File: config.mk
export PLATFORM = sky130hd
export DESIGN_NAME = slew_cal_seq
export DESIGN_NICKNAME = d
export VERILOG_FILES = /design/src/rtl/slew_cal_pkg.sv /design/src/rtl/slew_cal_ctrl.sv /design/src/rtl/slew_cal_dp.sv /design/src/rtl/slew_cal_seq.sv
export SDC_FILE = /design/constraint.sdc
export NUM_CORES = 1
export LEC_CHECK = 0
export BUFFER_PORTS_ARGS = -buffer_cell sky130_fd_sc_hd__buf_4
export CAP_MARGIN = 5
export CORE_ASPECT_RATIO = 0.7
export CORE_MARGIN = 3
export CORE_UTILIZATION = 60
export CTS_CLUSTER_DIAMETER = 120
export DETAILED_ROUTE_END_ITERATION = 7
export PLACE_DENSITY = 0.8
export SKIP_CTS_REPAIR_TIMING = 1
export SYNTH_ARGS = -nofsm -noshare
export SYNTH_HDL_FRONTEND = slang
export SYNTH_SLANG_ARGS = --single-unit
File: constraint.sdc
create_clock -name clk -period 6.2 [get_ports clk]
set_clock_uncertainty 0.05 [all_clocks]
set_input_delay 1.24 -clock clk [delete_from_list [all_inputs] [get_ports clk]]
set_output_delay 1.24 -clock clk [all_outputs]
set_load 0.05 [all_outputs]
File: src/rtl/slew_cal_pkg.sv
package slew_cal_pkg;

  // Strobes from the sequencer control to the datapath.
  typedef struct packed {
    logic setOsc;
    logic clrOsc;
    logic setFrun;
    logic clrFrun;
    logic loadProg;
    logic setMeter;
    logic clrMeter;
    logic latchChan;
    logic latchCount;
    logic loadSettle;
    logic loadPoll;
    logic pollClr;
    logic pollIncr;
    logic divStart;
    logic writeCode;
  } calStrobe_t;

  typedef enum logic [3:0] {
    ST_IDLE,
    ST_SETTLE,
    ST_PROG,
    ST_MEAS,
    ST_POLL,
    ST_MOFF,
    ST_FOFF,
    ST_DIV,
    ST_OSCOFF,
    ST_DONE
  } calState_t;

endpackage

File: src/rtl/slew_cal_ctrl.sv
module slew_cal_ctrl
  import slew_cal_pkg::*;
(
  input  logic       clk,
  input  logic       rstN,
  input  logic       startReq,
  input  logic       meterValid,
  input  logic       timerDone,
  input  logic       pollLast,
  input  logic       divDone,
  output calStrobe_t stb,
  output logic       busy,
  output logic       doneOut
);

  calState_t state, stateNxt;

  always_ff @(posedge clk or negedge rstN) begin
    if (!rstN) state <= ST_IDLE;
    else       state <= stateNxt;
  end

  always_comb begin
    stb      = '0;
    stateNxt = state;
    unique case (state)
      ST_IDLE: begin
        if (startReq) begin
          stb.setOsc     = 1'b1;
          stb.latchChan  = 1'b1;
          stb.loadSettle = 1'b1;
          stateNxt       = ST_SETTLE;
        end
      end
      ST_SETTLE: begin
        if (timerDone) begin
          stb.setFrun = 1'b1;
          stateNxt    = ST_PROG;
        end
      end
      ST_PROG: begin
        stb.loadProg = 1'b1;
        stateNxt     = ST_MEAS;
      end
      ST_MEAS: begin
        stb.setMeter = 1'b1;
        stb.loadPoll = 1'b1;
        stb.pollClr  = 1'b1;
        stateNxt     = ST_POLL;
      end
      ST_POLL: begin
        if (timerDone) begin
          if (meterValid || pollLast) begin
            stb.latchCount = 1'b1;
            stateNxt       = ST_MOFF;
          end else begin
            stb.pollIncr = 1'b1;
            stb.loadPoll = 1'b1;
          end
        end
      end
      ST_MOFF: begin
        stb.clrMeter = 1'b1;
        stateNxt     = ST_FOFF;
      end
      ST_FOFF: begin
        stb.clrFrun  = 1'b1;
        stb.divStart = 1'b1;
        stateNxt     = ST_DIV;
      end
      ST_DIV: begin
        if (divDone) begin
          stb.writeCode = 1'b1;
          stateNxt      = ST_OSCOFF;
        end
      end
      ST_OSCOFF: begin
        stb.clrOsc = 1'b1;
        stateNxt   = ST_DONE;
      end
      ST_DONE: stateNxt = ST_IDLE;
      default: stateNxt = ST_IDLE;
    endcase
  end

  assign busy    = (state != ST_IDLE);
  assign doneOut = (state == ST_DONE);

endmodule

File: src/rtl/slew_cal_dp.sv
module slew_cal_dp
  import slew_cal_pkg::*;
#(
  parameter int CH_W         = 2,
  parameter int CNT_W        = 24,
  parameter int CYC_W        = 24,
  parameter int CODE_W       = 3,
  parameter int SETTLE_TICKS = 26,
  parameter int POLL_TICKS   = 260,
  parameter int MAX_POLLS    = 20,
  parameter int FM_CYCLES    = 1024,
  parameter int REF_MHZ      = 26,
  parameter int SR_COEF      = 28,
  parameter int SR_DIV       = 1000,
  parameter int DEF_CODE     = 4
) (
  input  logic              clk,
  input  logic              rstN,
  input  calStrobe_t        stb,
  input  logic [CH_W-1:0]   chanSel,
  input  logic [CNT_W-1:0]  meterCount,
  output logic              timerDone,
  output logic              pollLast,
  output logic              divDone,
  output logic              oscEn,
  output logic              frunEn,
  output logic              meterEn,
  output logic [CYC_W-1:0]  meterCycles,
  output logic [CH_W-1:0]   meterClkSel,
  output logic [CODE_W-1:0] slewCode
);

  localparam int TMR_MAX = (SETTLE_TICKS > POLL_TICKS) ? SETTLE_TICKS : POLL_TICKS;
  localparam int TMR_W   = $clog2(TMR_MAX + 1);
  localparam int PCNT_W  = $clog2(MAX_POLLS + 1);
  localparam int NUMER   = FM_CYCLES * REF_MHZ * SR_COEF;
  localparam int NUM_W   = $clog2(NUMER + 1);
  localparam int DCNT_W  = $clog2(NUM_W + 1);
  localparam int NSTEP   = (1 << CODE_W) - 1;

  localparam logic [TMR_W-1:0]  SETTLE_LD = TMR_W'(SETTLE_TICKS - 1);
  localparam logic [TMR_W-1:0]  POLL_LD   = TMR_W'(POLL_TICKS - 1);
  localparam logic [PCNT_W-1:0] POLL_LAST = PCNT_W'(MAX_POLLS - 1);
  localparam logic [NUM_W-1:0]  NUM_VAL   = NUM_W'(NUMER);
  localparam logic [DCNT_W-1:0] DIV_STEPS = DCNT_W'(NUM_W);

  // Shared tick timer for the settle wait and the poll interval.
  logic [TMR_W-1:0] tmrCnt;
  always_ff @(posedge clk or negedge rstN) begin
    if (!rstN)               tmrCnt <= '0;
    else if (stb.loadSettle) tmrCnt <= SETTLE_LD;
    else if (stb.loadPoll)   tmrCnt <= POLL_LD;
    else if (tmrCnt != '0)   tmrCnt <= tmrCnt - 1'b1;
  end
  assign timerDone = (tmrCnt == '0);

  // Poll counter.
  logic [PCNT_W-1:0] pollCnt;
  always_ff @(posedge clk or negedge rstN) begin
    if (!rstN)             pollCnt <= '0;
    else if (stb.pollClr)  pollCnt <= '0;
    else if (stb.pollIncr) pollCnt <= pollCnt + 1'b1;
  end
  assign pollLast = (pollCnt == POLL_LAST);

  // Register-style control bits toward the PHY and meter.
  logic [CH_W-1:0] chanReg;
  always_ff @(posedge clk or negedge rstN) begin
    if (!rstN) begin
      oscEn       <= 1'b0;
      frunEn      <= 1'b0;
      meterEn     <= 1'b0;
      meterCycles <= '0;
      meterClkSel <= '0;
      chanReg     <= '0;
    end else begin
      if (stb.setOsc)        oscEn   <= 1'b1;
      else if (stb.clrOsc)   oscEn   <= 1'b0;
      if (stb.setFrun)       frunEn  <= 1'b1;
      else if (stb.clrFrun)  frunEn  <= 1'b0;
      if (stb.setMeter)      meterEn <= 1'b1;
      else if (stb.clrMeter) meterEn <= 1'b0;
      if (stb.latchChan)     chanReg <= chanSel;
      if (stb.loadProg) begin
        meterCycles <= CYC_W'(FM_CYCLES);
        meterClkSel <= chanReg;
      end
    end
  end

  // Count capture.
  logic [CNT_W-1:0] countReg;
  always_ff @(posedge clk or negedge rstN) begin
    if (!rstN)               countReg <= '0;
    else if (stb.latchCount) countReg <= meterCount;
  end

  // Restoring serial divider: NUMER / countReg, one quotient bit per cycle.
  logic [NUM_W-1:0]  quotReg;
  logic [CNT_W:0]    remReg;
  logic [DCNT_W-1:0] divCnt;
  logic [CNT_W:0]    remShift;
  logic              remFits;

  assign remShift = {remReg[CNT_W-1:0], quotReg[NUM_W-1]};
  assign remFits  = (remShift >= {1'b0, countReg});

  always_ff @(posedge clk or negedge rstN) begin
    if (!rstN) begin
      quotReg <= '0;
      remReg  <= '0;
      divCnt  <= '0;
    end else if (stb.divStart) begin
      quotReg <= NUM_VAL;
      remReg  <= '0;
      divCnt  <= DIV_STEPS;
    end else if (divCnt != '0) begin
      divCnt  <= divCnt - 1'b1;
      remReg  <= remFits ? (remShift - {1'b0, countReg}) : remShift;
      quotReg <= {quotReg[NUM_W-2:0], remFits};
    end
  end
  assign divDone = (divCnt == '0);

  // Round-to-nearest by SR_DIV with a clamp: count the thresholds reached.
  logic [NSTEP-1:0] geStep;
  for (genvar k = 1; k <= NSTEP; k++) begin : g_step
    localparam logic [31:0] THR = 32'(SR_DIV * k - SR_DIV / 2);
    assign geStep[k-1] = (32'(quotReg) >= THR);
  end

  logic [CODE_W-1:0] roundCode;
  always_comb begin
    roundCode = '0;
    for (int k = 0; k < NSTEP; k++) roundCode = roundCode + CODE_W'(geStep[k]);
  end

  always_ff @(posedge clk or negedge rstN) begin
    if (!rstN) slewCode <= '0;
    else if (stb.writeCode)
      slewCode <= (countReg == '0) ? CODE_W'(DEF_CODE) : roundCode;
  end

endmodule

File: src/rtl/slew_cal_seq.sv
module slew_cal_seq
  import slew_cal_pkg::*;
#(
  parameter int CH_W         = 2,
  parameter int CNT_W        = 24,
  parameter int CYC_W        = 24,
  parameter int SETTLE_TICKS = 26,
  parameter int POLL_TICKS   = 260,
  parameter int MAX_POLLS    = 20,
  parameter int FM_CYCLES    = 1024,
  parameter int REF_MHZ      = 26,
  parameter int SR_COEF      = 28,
  parameter int SR_DIV       = 1000,
  parameter int DEF_CODE     = 4
) (
  input  logic             clk,
  input  logic             rstN,
  input  logic             startReq,
  input  logic [CH_W-1:0]  chanSel,
  output logic             busy,
  output logic             doneOut,
  output logic             meterFreeRun,
  output logic             meterEnable,
  output logic [CYC_W-1:0] meterCycles,
  output logic [CH_W-1:0]  meterClkSel,
  input  logic             meterValid,
  input  logic [CNT_W-1:0] meterCount,
  output logic [15:0]      phyCtrl,
  output logic [2:0]       slewCode
);

  localparam int CODE_W = 3;

  calStrobe_t stb;
  logic timerDone, pollLast, divDone, oscEn;

  slew_cal_ctrl uCtrl (
    .clk       (clk),
    .rstN      (rstN),
    .startReq  (startReq),
    .meterValid(meterValid),
    .timerDone (timerDone),
    .pollLast  (pollLast),
    .divDone   (divDone),
    .stb       (stb),
    .busy      (busy),
    .doneOut   (doneOut)
  );

  slew_cal_dp #(
    .CH_W        (CH_W),
    .CNT_W       (CNT_W),
    .CYC_W       (CYC_W),
    .CODE_W      (CODE_W),
    .SETTLE_TICKS(SETTLE_TICKS),
    .POLL_TICKS  (POLL_TICKS),
    .MAX_POLLS   (MAX_POLLS),
    .FM_CYCLES   (FM_CYCLES),
    .REF_MHZ     (REF_MHZ),
    .SR_COEF     (SR_COEF),
    .SR_DIV      (SR_DIV),
    .DEF_CODE    (DEF_CODE)
  ) uDp (
    .clk        (clk),
    .rstN       (rstN),
    .stb        (stb),
    .chanSel    (chanSel),
    .meterCount (meterCount),
    .timerDone  (timerDone),
    .pollLast   (pollLast),
    .divDone    (divDone),
    .oscEn      (oscEn),
    .frunEn     (meterFreeRun),
    .meterEn    (meterEnable),
    .meterCycles(meterCycles),
    .meterClkSel(meterClkSel),
    .slewCode   (slewCode)
  );

  // Bit 15: oscillator calibration enable; bits 14:12: slew code.
  assign phyCtrl = {oscEn, slewCode, 12'h000};

endmodule

==> results of run 1 <==
## state kept, by name (all words and copies together) (netlist names), 2 cells and up
signal           flops
uDp.pollCnt          5
uCtrl.state          4
uDp.divCnt           5
uDp.meterClkSel      2
uDp.tmrCnt           9
uDp.slewCode         3
uDp.countReg        24
uDp.chanReg          2
uDp.quotReg         20
uDp.remReg          24
## per-stage QoR
| step | hold WS (ns) | instance area (µm²) | setup WS (ns) |
|---|---|---|---|
| 3_5_place_dp | 0.409 | 6840 | 2.41 |
| 2_1_floorplan | 0.390 | 6760 | 2.74 |
| 6_report | 0.429 | 7130 | 2.33 |
| 4_1_cts | 0.430 | 7130 | 2.34 |
| 5_1_grt | 0.440 | 7130 | 2.09 |
| 3_3_place_gp | 0.407 | 6840 | 2.63 |
## placed cells by master, fill, tap and decap left out, types with 3 or more instances in the layout
| cell type | count |
|---|---|
| sky130_fd_sc_hd__a211oi_1 | 5 |
| sky130_fd_sc_hd__a21o_1 | 9 |
| sky130_fd_sc_hd__a21oi_1 | 70 |
| sky130_fd_sc_hd__a22o_1 | 3 |
| sky130_fd_sc_hd__a31oi_1 | 8 |
| sky130_fd_sc_hd__and3_1 | 3 |
| sky130_fd_sc_hd__buf_4 | 48 |
| sky130_fd_sc_hd__clkbuf_16 | 9 |
| sky130_fd_sc_hd__conb_1 | 35 |
| sky130_fd_sc_hd__dfrtp_1 | 102 |
| sky130_fd_sc_hd__fa_1 | 4 |
| sky130_fd_sc_hd__ha_1 | 31 |
| sky130_fd_sc_hd__inv_1 | 38 |
| sky130_fd_sc_hd__mux2_2 | 3 |
| sky130_fd_sc_hd__mux2i_1 | 15 |
| sky130_fd_sc_hd__nand2_1 | 116 |
| sky130_fd_sc_hd__nand2b_1 | 5 |
| sky130_fd_sc_hd__nand3_1 | 16 |
| sky130_fd_sc_hd__nand3b_1 | 4 |
| sky130_fd_sc_hd__nand4_1 | 5 |
| sky130_fd_sc_hd__nor2_1 | 54 |
| sky130_fd_sc_hd__nor2b_1 | 8 |
| sky130_fd_sc_hd__nor3_1 | 16 |
| sky130_fd_sc_hd__nor4_1 | 10 |
| sky130_fd_sc_hd__o21a_1 | 9 |
| sky130_fd_sc_hd__o21ai_0 | 51 |
| sky130_fd_sc_hd__o21ai_1 | 4 |
| sky130_fd_sc_hd__o21ai_2 | 17 |
| sky130_fd_sc_hd__o221ai_1 | 3 |
| sky130_fd_sc_hd__o31a_1 | 4 |
| sky130_fd_sc_hd__o31ai_1 | 5 |
| sky130_fd_sc_hd__or3_1 | 7 |
| sky130_fd_sc_hd__xnor2_1 | 21 |
| sky130_fd_sc_hd__xor2_1 | 10 |
## where the power goes
part	leakage (nW)	switching, mW	internal (mW)
clock	0.144	0.255	0.315
combinational	1.82	0.913	0.577
sequential	1.27	0.180	0.854
## metal layers
metal / GRT usage (%) / share of wire, % / vias up
met1: 39.7 / 47 / 2670
met2: 39.8 / 43 / 261
met4: 5.16 / 1.2 / 0
met3: 6.75 / 9.5 / 22
met5: 0 / 0 / -
li1: - / - / 2640
## area by class of cell
cell class,instances,area (µm²),area share [%]
Inverter,38,143,2.00
Sequential cell,102,2550,35.8
Tap cell,148,185,2.60
Clock buffer,11,233,3.27
Clock inverter,5,57.6,0.808
Timing Repair Buffer,48,360,5.06
Multi-Input combinational cell,588,3590,50.4
## worst max path at each step
stage	cells after the start	slack [ns]	to	start
floorplan	10	2.74	uDp.slewCode[1]	uDp.quotReg[14]
global placement	11	2.63	uDp.slewCode[2]	uDp.quotReg[14]
detailed placement	11	2.41	uDp.slewCode[2]	uDp.quotReg[13]
CTS	11	2.34	uDp.slewCode[2]	uDp.quotReg[14]
global route	11	2.09	uDp.slewCode[2]	uDp.quotReg[14]
finish	11	2.33	uDp.slewCode[2]	uDp.quotReg[13]
## worst max-delay path, delay by kind of cell (launching register included)
family,cells,cell delay [ns]
flip-flops,1,0.40
AND/OR/NAND/NOR,3,0.83
adder cells (fa/ha/maj),5,1.97
AO/OA/AOI/OAI,2,0.32
XOR/XNOR,1,0.16
## cell families (layout without fill, tap and decap cells)
group / Yosys count / in the layout / synth area share, %
compound gates: 209 / 209 / 19.7
xor+xnor: 31 / 31 / 4.09
fa+ha+maj: 35 / 35 / 7.06
buf+inv: 114 / 102 / 9.49
flops: 102 / 102 / 38.5
mux: 19 / 19 / 2.94
other cells: 1 / 35 / 0.0565
simple gates: 259 / 259 / 18.1
## synthesized netlist by cell type, types with 9 or more instances
cell,n,area [µm²]
sky130_fd_sc_hd__dfrtp_1,102,2550
sky130_fd_sc_hd__o21ai_0,51,255
sky130_fd_sc_hd__nand2_1,116,435
sky130_fd_sc_hd__ha_1,31,388
sky130_fd_sc_hd__xnor2_1,21,184
sky130_fd_sc_hd__clkbuf_1,22,82.6
sky130_fd_sc_hd__nor4_1,10,62.6
sky130_fd_sc_hd__a21o_1,9,67.6
sky130_fd_sc_hd__o21ai_2,17,149
sky130_fd_sc_hd__inv_1,38,143
sky130_fd_sc_hd__mux2i_1,15,150
sky130_fd_sc_hd__a21oi_1,70,350
sky130_fd_sc_hd__nand3_1,16,80.1
sky130_fd_sc_hd__nor3_1,16,80.1
sky130_fd_sc_hd__buf_4,41,308
sky130_fd_sc_hd__nor2_1,54,203
sky130_fd_sc_hd__xor2_1,10,87.6
sky130_fd_sc_hd__o21a_1,9,67.6
==> results.env, run 1 <==
CRITICAL_PATH_FANOUTS_MAX=4
WL_UM=15700
AREA_OF_THE_CORE_UM2=10600
HOLD_STARTPOINT='uDp.meterCycles[10]'
CRITICAL_PATH.ENDPOINT_TYPE='flop'
CRITICAL_PATH.STARTPOINT_TYPE='flop'
PLACEMENTROWS=31
SYNTH-SEQ-AREA-SHARE_PCT=38.5
YOSYS.CELL_TYPES.COUNT=65
TOTAL_STANDARD_CELL_AREA_AFTER_SYNTHESIS_UM2=6630
CTS_INSERTED_BUFFERS=9
AREA_GROWTH_SYN_TO_LAYOUT_PCT=7.45
INSERTION_DELAY_TO_THE_LATER_SINK_OF_THE_WORST_SKEW_PAIR_NS=0.35
ANTENNA_CELLS=0
GRT-OVFL-TOTAL=0
PATH_COMMON_CELL='sky130_fd_sc_hd__fa_1'
WORST_SLEW_PIN_SLEW_NS=1.14
SYNTHFLOPTYPE='sky130_fd_sc_hd__dfrtp_1'
DRC=0
DETAILED_PLACE_HPWL_UM=11400
GRT_PASS1_VIAS=5237
FINISH.UTILIZATION_PCT=67.5
CLOCK_TREE.ROOT_CELL='sky130_fd_sc_hd__clkbuf_16'
AVGROUTEDWIREPERCELL_UM=16.7
END_OF_THE_WORST_REGISTER_TO_REGISTER_PATH='uDp.slewCode[2]'
CRIT_PATH_MAX_INCR_DELAY_NS=0.51
DIE-HEIGHT_UM=94.0
SLOWEST_STAGE='sky130_fd_sc_hd__fa_1'
SYNTHESIZED_FLOP_AND_LATCH_TOTAL=102
CLOCK_SINK_COUNT=102
TNS_NS=0
CRITICAL_PATH.REG2REG.STARTPOINT='uDp.quotReg[13]'
MAX_FREQ_MHz=258
TIMING.HOLD.WORST_PATH_DEPTH=1
FINAL_WORST_PATH_CYCLE_SHARE_PCT=62.4
ROUTE.VIAS.TOTAL=5593
SYN_AREA_PER_CELL_UM2=8.61
GRT_PASS1_WL_UM=26800
DRT-PASS1-ITER-COUNT=5
ANTENNA_FOUND_INITIAL=0
YOSYSWARNINGCOUNT=0
PLACE_CONGESTION=1.02
WORST-SETUP-PATH-TYPE='flop to flop'
FP.DIEAREA_UM2=12400
CTS-ROOT-TO-SINK-BUFFERS=2
POWER.DENSITY_CELL_AREA_nW_PER_UM2=434
POSTSYNTH.ASYNCRESETSHARE_PCT=100
DRT_ITER0_DRC=652
TIMING.MAX_SLEW.REL_SLACK_PCT=24.2
FINAL-HOLD-VIOLATION-COUNT=0
VIAS_PER_CELL=5.95
WORST_SETUP_HOLD_PATH_CLK_SLEW_NS=0.07
GRT_SETUP_UNREPAIRED='false'
WORST_EP_REQUIRED_TIME_NS=6.37
GLOBALROUTETOTALUTIL_PCT=26.7
LEAKAGE_nW=3.24
NUM-NETS-FINAL=852
WORST-ENDPOINT-ARRIVAL_NS=4.04
FILLERINSTANCES=837
DP_CELLS=924
RRSETUPSLACK_NS=2.33
CTS_TREE='built'
FINALWORSTPATHREQUIREDPERIOD_NS=3.87
LAYOUT.CELLS.NON_FILLER=940
RESULT_OF_THE_RUN='finished, final reports clean'
START_UTIL_PCT=62.9
DIEWIDTH_UM=132
TIMING.FINAL.SETUP_VIOLATIONS=0
WHS_ENDPOINT='uDp.meterCycles[10]'
VDD_DROP_MAX_mV=0.345
WORSTREGTOREGCELLS=11
DESIGN_POWER_TOTAL_mW=3.09
TIMING.CRITICAL_PATH.CELLS='nor4_1 > nand2_1 > nor2_1 > o311ai_0 > ha_1 > fa_1 > fa_1 > ha_1 > fa_1 > xnor2_1 > a21oi_1'
ANTENNA_LEFT=0
WORST_HOLD_PATH_TYPE='flop to flop'
GRT_MAX_DEGREE=56
SYNTH_ENABLE_FLOP_CELLS=0
CTS_MAX_LEVEL=3
IO_BUFFER_COUNT=43
IO_PINS=79
MAX_CAP_VIOL_COUNT=0
REPORT.FINAL.SLEW_VIOL_COUNT=0
DRIVE_ABOVE_1_SHARE_PCT=11.6
POSTSYNTHCELLCOUNT=770
Power figures use the tool's default switching activity.
==> run 2, diff against run 1 <==
--- a/config.mk
+++ b/config.mk
@@ -9,10 +9,10 @@
 export CAP_MARGIN = 5
 export CORE_ASPECT_RATIO = 0.7
 export CORE_MARGIN = 3
-export CORE_UTILIZATION = 60
+export CORE_UTILIZATION = 59
 export CTS_CLUSTER_DIAMETER = 120
 export DETAILED_ROUTE_END_ITERATION = 7
-export PLACE_DENSITY = 0.8
+export PLACE_DENSITY = 0.79
 export SKIP_CTS_REPAIR_TIMING = 1
 export SYNTH_ARGS = -nofsm -noshare
 export SYNTH_HDL_FRONTEND = slang
==> constraint.sdc (replaced) <==
create_clock -name clk -period 4 [get_ports clk]
set_clock_uncertainty 0.05 [all_clocks]
set_input_delay 0.8 -clock clk [delete_from_list [all_inputs] [get_ports clk]]
set_output_delay 0.8 -clock clk [all_outputs]
set_load 0.05 [all_outputs]
==> run 2 against run 1 <==
Net effect:
- cell count increased by 0.21%
- critical path depth shrank 1
- sequential share of layout area down 0.075 points
- first-iteration DRC count is 32% lower
- sequential power increased by 55%
- combinational power rose by 55%
- count of clock-buffer cells in the layout did not move
- flip-flop and latch count unchanged
- non-clock buffer count increased by 3
- routed wire length fell by 0.98%
- register-to-register slack got worse by 2.0 ns
- via count is 1.5% lower
==> results.env, run 2 (same netlist as run 1, synthesis figures left out) <==
RESULT_OF_THE_RUN='finished, final reports clean'  # unchanged
FIN_AREA_UM2=7140  # was 7130 µm²
IO_PINS=79  # unchanged
CTS_MAX_LEVEL=3  # unchanged
LEADING_CELL_TYPE_IN_THE_LAYOUT_FILL_AND_TAPS_EXCLUDED='sky130_fd_sc_hd__nand2_1'  # unchanged
MAX_FREQ_MHz=269  # was 258 MHz
WL_UM=15600  # was 15700 µm
STARTPOINT='uDp.quotReg[14]'  # was uDp.quotReg[13]
GRT_MAX_DEGREE=83  # was 56
START_UTIL_PCT=62.4  # was 62.9%
IO_BUFFER_COUNT=43  # unchanged
HOLD_STARTPOINT='uDp.chanReg[1]'  # was uDp.meterCycles[10]
CRITICAL_PATH.STARTPOINT_TYPE='flop'  # unchanged
LAYOUT.CELLS.NON_FILLER=942  # was 940
WORST_HOLD_PATH_TYPE='flop to flop'  # unchanged
WORST-ENDPOINT-ARRIVAL_NS=3.91  # was 4.04 ns
AREA_OF_THE_CORE_UM2=10600  # about the same
AVGROUTEDWIREPERCELL_UM=16.5  # was 16.7 µm
GLOBALROUTETOTALUTIL_PCT=25.7  # was 26.7%
FINALWORSTPATHREQUIREDPERIOD_NS=3.71  # was 3.87 ns
DP_SLACK_NS=0.306  # was 2.41 ns
ANTENNA_LEFT=0  # unchanged
DIE-HEIGHT_UM=94.7  # was 94.0 µm
VIAS_PER_CELL=5.85  # was 5.95
DRT_ITER0_DRC=443  # was 652
CTS_TREE='built'  # unchanged
TIMING.MAX_SLEW.REL_SLACK_PCT=29.0  # was 24.2%
DRIVE_ABOVE_1_SHARE_PCT=12.1  # was 11.6%
FINAL-HOLD-VIOLATION-COUNT=0  # unchanged
FP.DIEAREA_UM2=12600  # was 12400 µm²
DIEWIDTH_UM=133  # was 132 µm
MAX_CAP_VIOL_COUNT=0  # unchanged
CLOCK_SINK_COUNT=102  # unchanged
INSERTION_DELAY_TO_THE_LATER_SINK_OF_THE_WORST_SKEW_PAIR_NS=0.35  # about the same
TIMING.FINAL.SETUP_VIOLATIONS=0  # unchanged
VDD_DROP_MAX_mV=0.433  # was 0.345 mV
CLOCK_TREE.ROOT_CELL='sky130_fd_sc_hd__clkbuf_16'  # unchanged
GRT_PASS1_VIAS=5220  # was 5237
DETAILED_PLACE_HPWL_UM=11300  # was 11400 µm
FINISH.UTILIZATION_PCT=67.2  # was 67.5%
LEAKAGE_nW=3.25  # was 3.24 nW
ANTENNA_FOUND_INITIAL=1  # was 0
POWER.DENSITY_CELL_AREA_nW_PER_UM2=667  # was 434 nW/µm²
WORST_EP_REQUIRED_TIME_NS=4.19  # was 6.37 ns
ROUTE.VIAS.TOTAL=5510  # was 5593
WORST-SETUP-PATH-TYPE='flop to flop'  # unchanged
PLACE_CONGESTION=0.970  # was 1.02
CRITICAL_PATH_FANOUTS_MAX=4  # unchanged
DP_CELLS=927  # was 924
GRT_PASS1_WL_UM=26000  # was 26800 µm
CRITICAL_PATH.REG2REG.STARTPOINT='uDp.quotReg[14]'  # was uDp.quotReg[13]
DRT-PASS1-ITER-COUNT=5  # unchanged
FIN_WS_NS=0.287  # was 2.33 ns
ANTENNA_CELLS=0  # unchanged
WORST_SLEW_PIN_SLEW_NS=1.06  # was 1.14 ns
DRC=0  # unchanged
CTS-ROOT-TO-SINK-BUFFERS=2  # unchanged
AREA_GROWTH_SYN_TO_LAYOUT_PCT=7.68  # was 7.45%
FINAL_WORST_PATH_CYCLE_SHARE_PCT=92.8  # was 62.4%
WORST_SETUP_HOLD_PATH_CLK_SLEW_NS=0.07  # about the same
GRT_SETUP_UNREPAIRED='false'  # unchanged
GRT-OVFL-TOTAL=0  # unchanged
PLACEMENTROWS=31  # unchanged
CRITICAL_PATH.ENDPOINT_TYPE='flop'  # unchanged
LAYOUT_TOP_REGISTERS='uDp.countReg (24), uDp.remReg (24), uDp.quotReg (20)'  # unchanged
PLACED_CELL_AREA_UM2=6860  # was 6840 µm²
NUM-NETS-FINAL=855  # was 852
MOST-COMMON-LAYOUT-CELLS='116 x sky130_fd_sc_hd__nand2_1, 102 x sky130_fd_sc_hd__dfrtp_1, 70 x sky130_fd_sc_hd__a21oi_1'  # unchanged
REPORT.FINAL.SLEW_VIOL_COUNT=0  # unchanged
TNS_NS=0  # unchanged
CTS_INSERTED_BUFFERS=9  # unchanged
-- run 2: cell count changes in the layout (fill, tap and decap cells not counted) --
cell	before	now
sky130_fd_sc_hd__buf_4	48	51
sky130_fd_sc_hd__clkbuf_1	2	0
sky130_fd_sc_hd__clkbuf_8	0	2
sky130_fd_sc_hd__bufinv_16	1	0
sky130_fd_sc_hd__clkinv_2	2	1
sky130_fd_sc_hd__clkinvlp_4	0	1
-- run 2: power by group --
part	switching, mW	internal, mW	total [mW]
sequential	0.276	1.32	1.60
combinational	1.41	0.898	2.31
clock	0.399	0.456	0.855
-- run 2: area by class of cell --
type	instances	area, µm²
Multi-Input combinational cell	588	3590
Fill cell	884	3490
Sequential cell	102	2550
Timing Repair Buffer	51	383
Clock buffer	11	253
Tap cell	148	185
Inverter	38	143
Clock inverter	4	30.0
-- run 2: critical path, cell delays in order, from the launching register on --
cell and delay [ns]:
sky130_fd_sc_hd__dfrtp_1 0.40, sky130_fd_sc_hd__nor4_1 0.38, sky130_fd_sc_hd__nand2_1 0.15, sky130_fd_sc_hd__nor2_1 0.21
sky130_fd_sc_hd__o311ai_0 0.19, sky130_fd_sc_hd__ha_1 0.35, sky130_fd_sc_hd__fa_1 0.51, sky130_fd_sc_hd__fa_1 0.49
sky130_fd_sc_hd__ha_1 0.23, sky130_fd_sc_hd__fa_1 0.44, sky130_fd_sc_hd__a22o_1 0.20
-- run 2: routing by layer --
layer | global-route usage [%] | up-vias | wire [µm]
met4 | 6.40 | 0 | 223
met5 | 0 | - | 0
met1 | 38.4 | 2639 | 7610
li1 | - | 2642 | -
met2 | 37.9 | 209 | 6560
met3 | 6.02 | 20 | 1190
-- run 2: path summary, 6_finish.rpt --
kind / endpoint / slack (ns) / depth (start not counted)
min reg2reg: uDp.chanReg[1] / 0.45 / 2
max reg2reg: uDp.slewCode[1] / 0.29 / 10
max in group asynchronous: uDp.remReg[11] / 2.40 / 2
min: uDp.chanReg[1] / 0.45 / 2
max: uDp.slewCode[1] / 0.29 / 10
min in group asynchronous: uDp.quotReg[4] / 0.59 / 1
-- run 2: through the flow --
step / total power, mW / hold slack (ns)
after floorplan: 3.36 / 0.390
after global placement: 3.76 / 0.407
final: 4.76 / 0.446
after detailed placement: 3.88 / 0.415
after global routing: 5.10 / 0.458
after CTS: 4.75 / 0.444
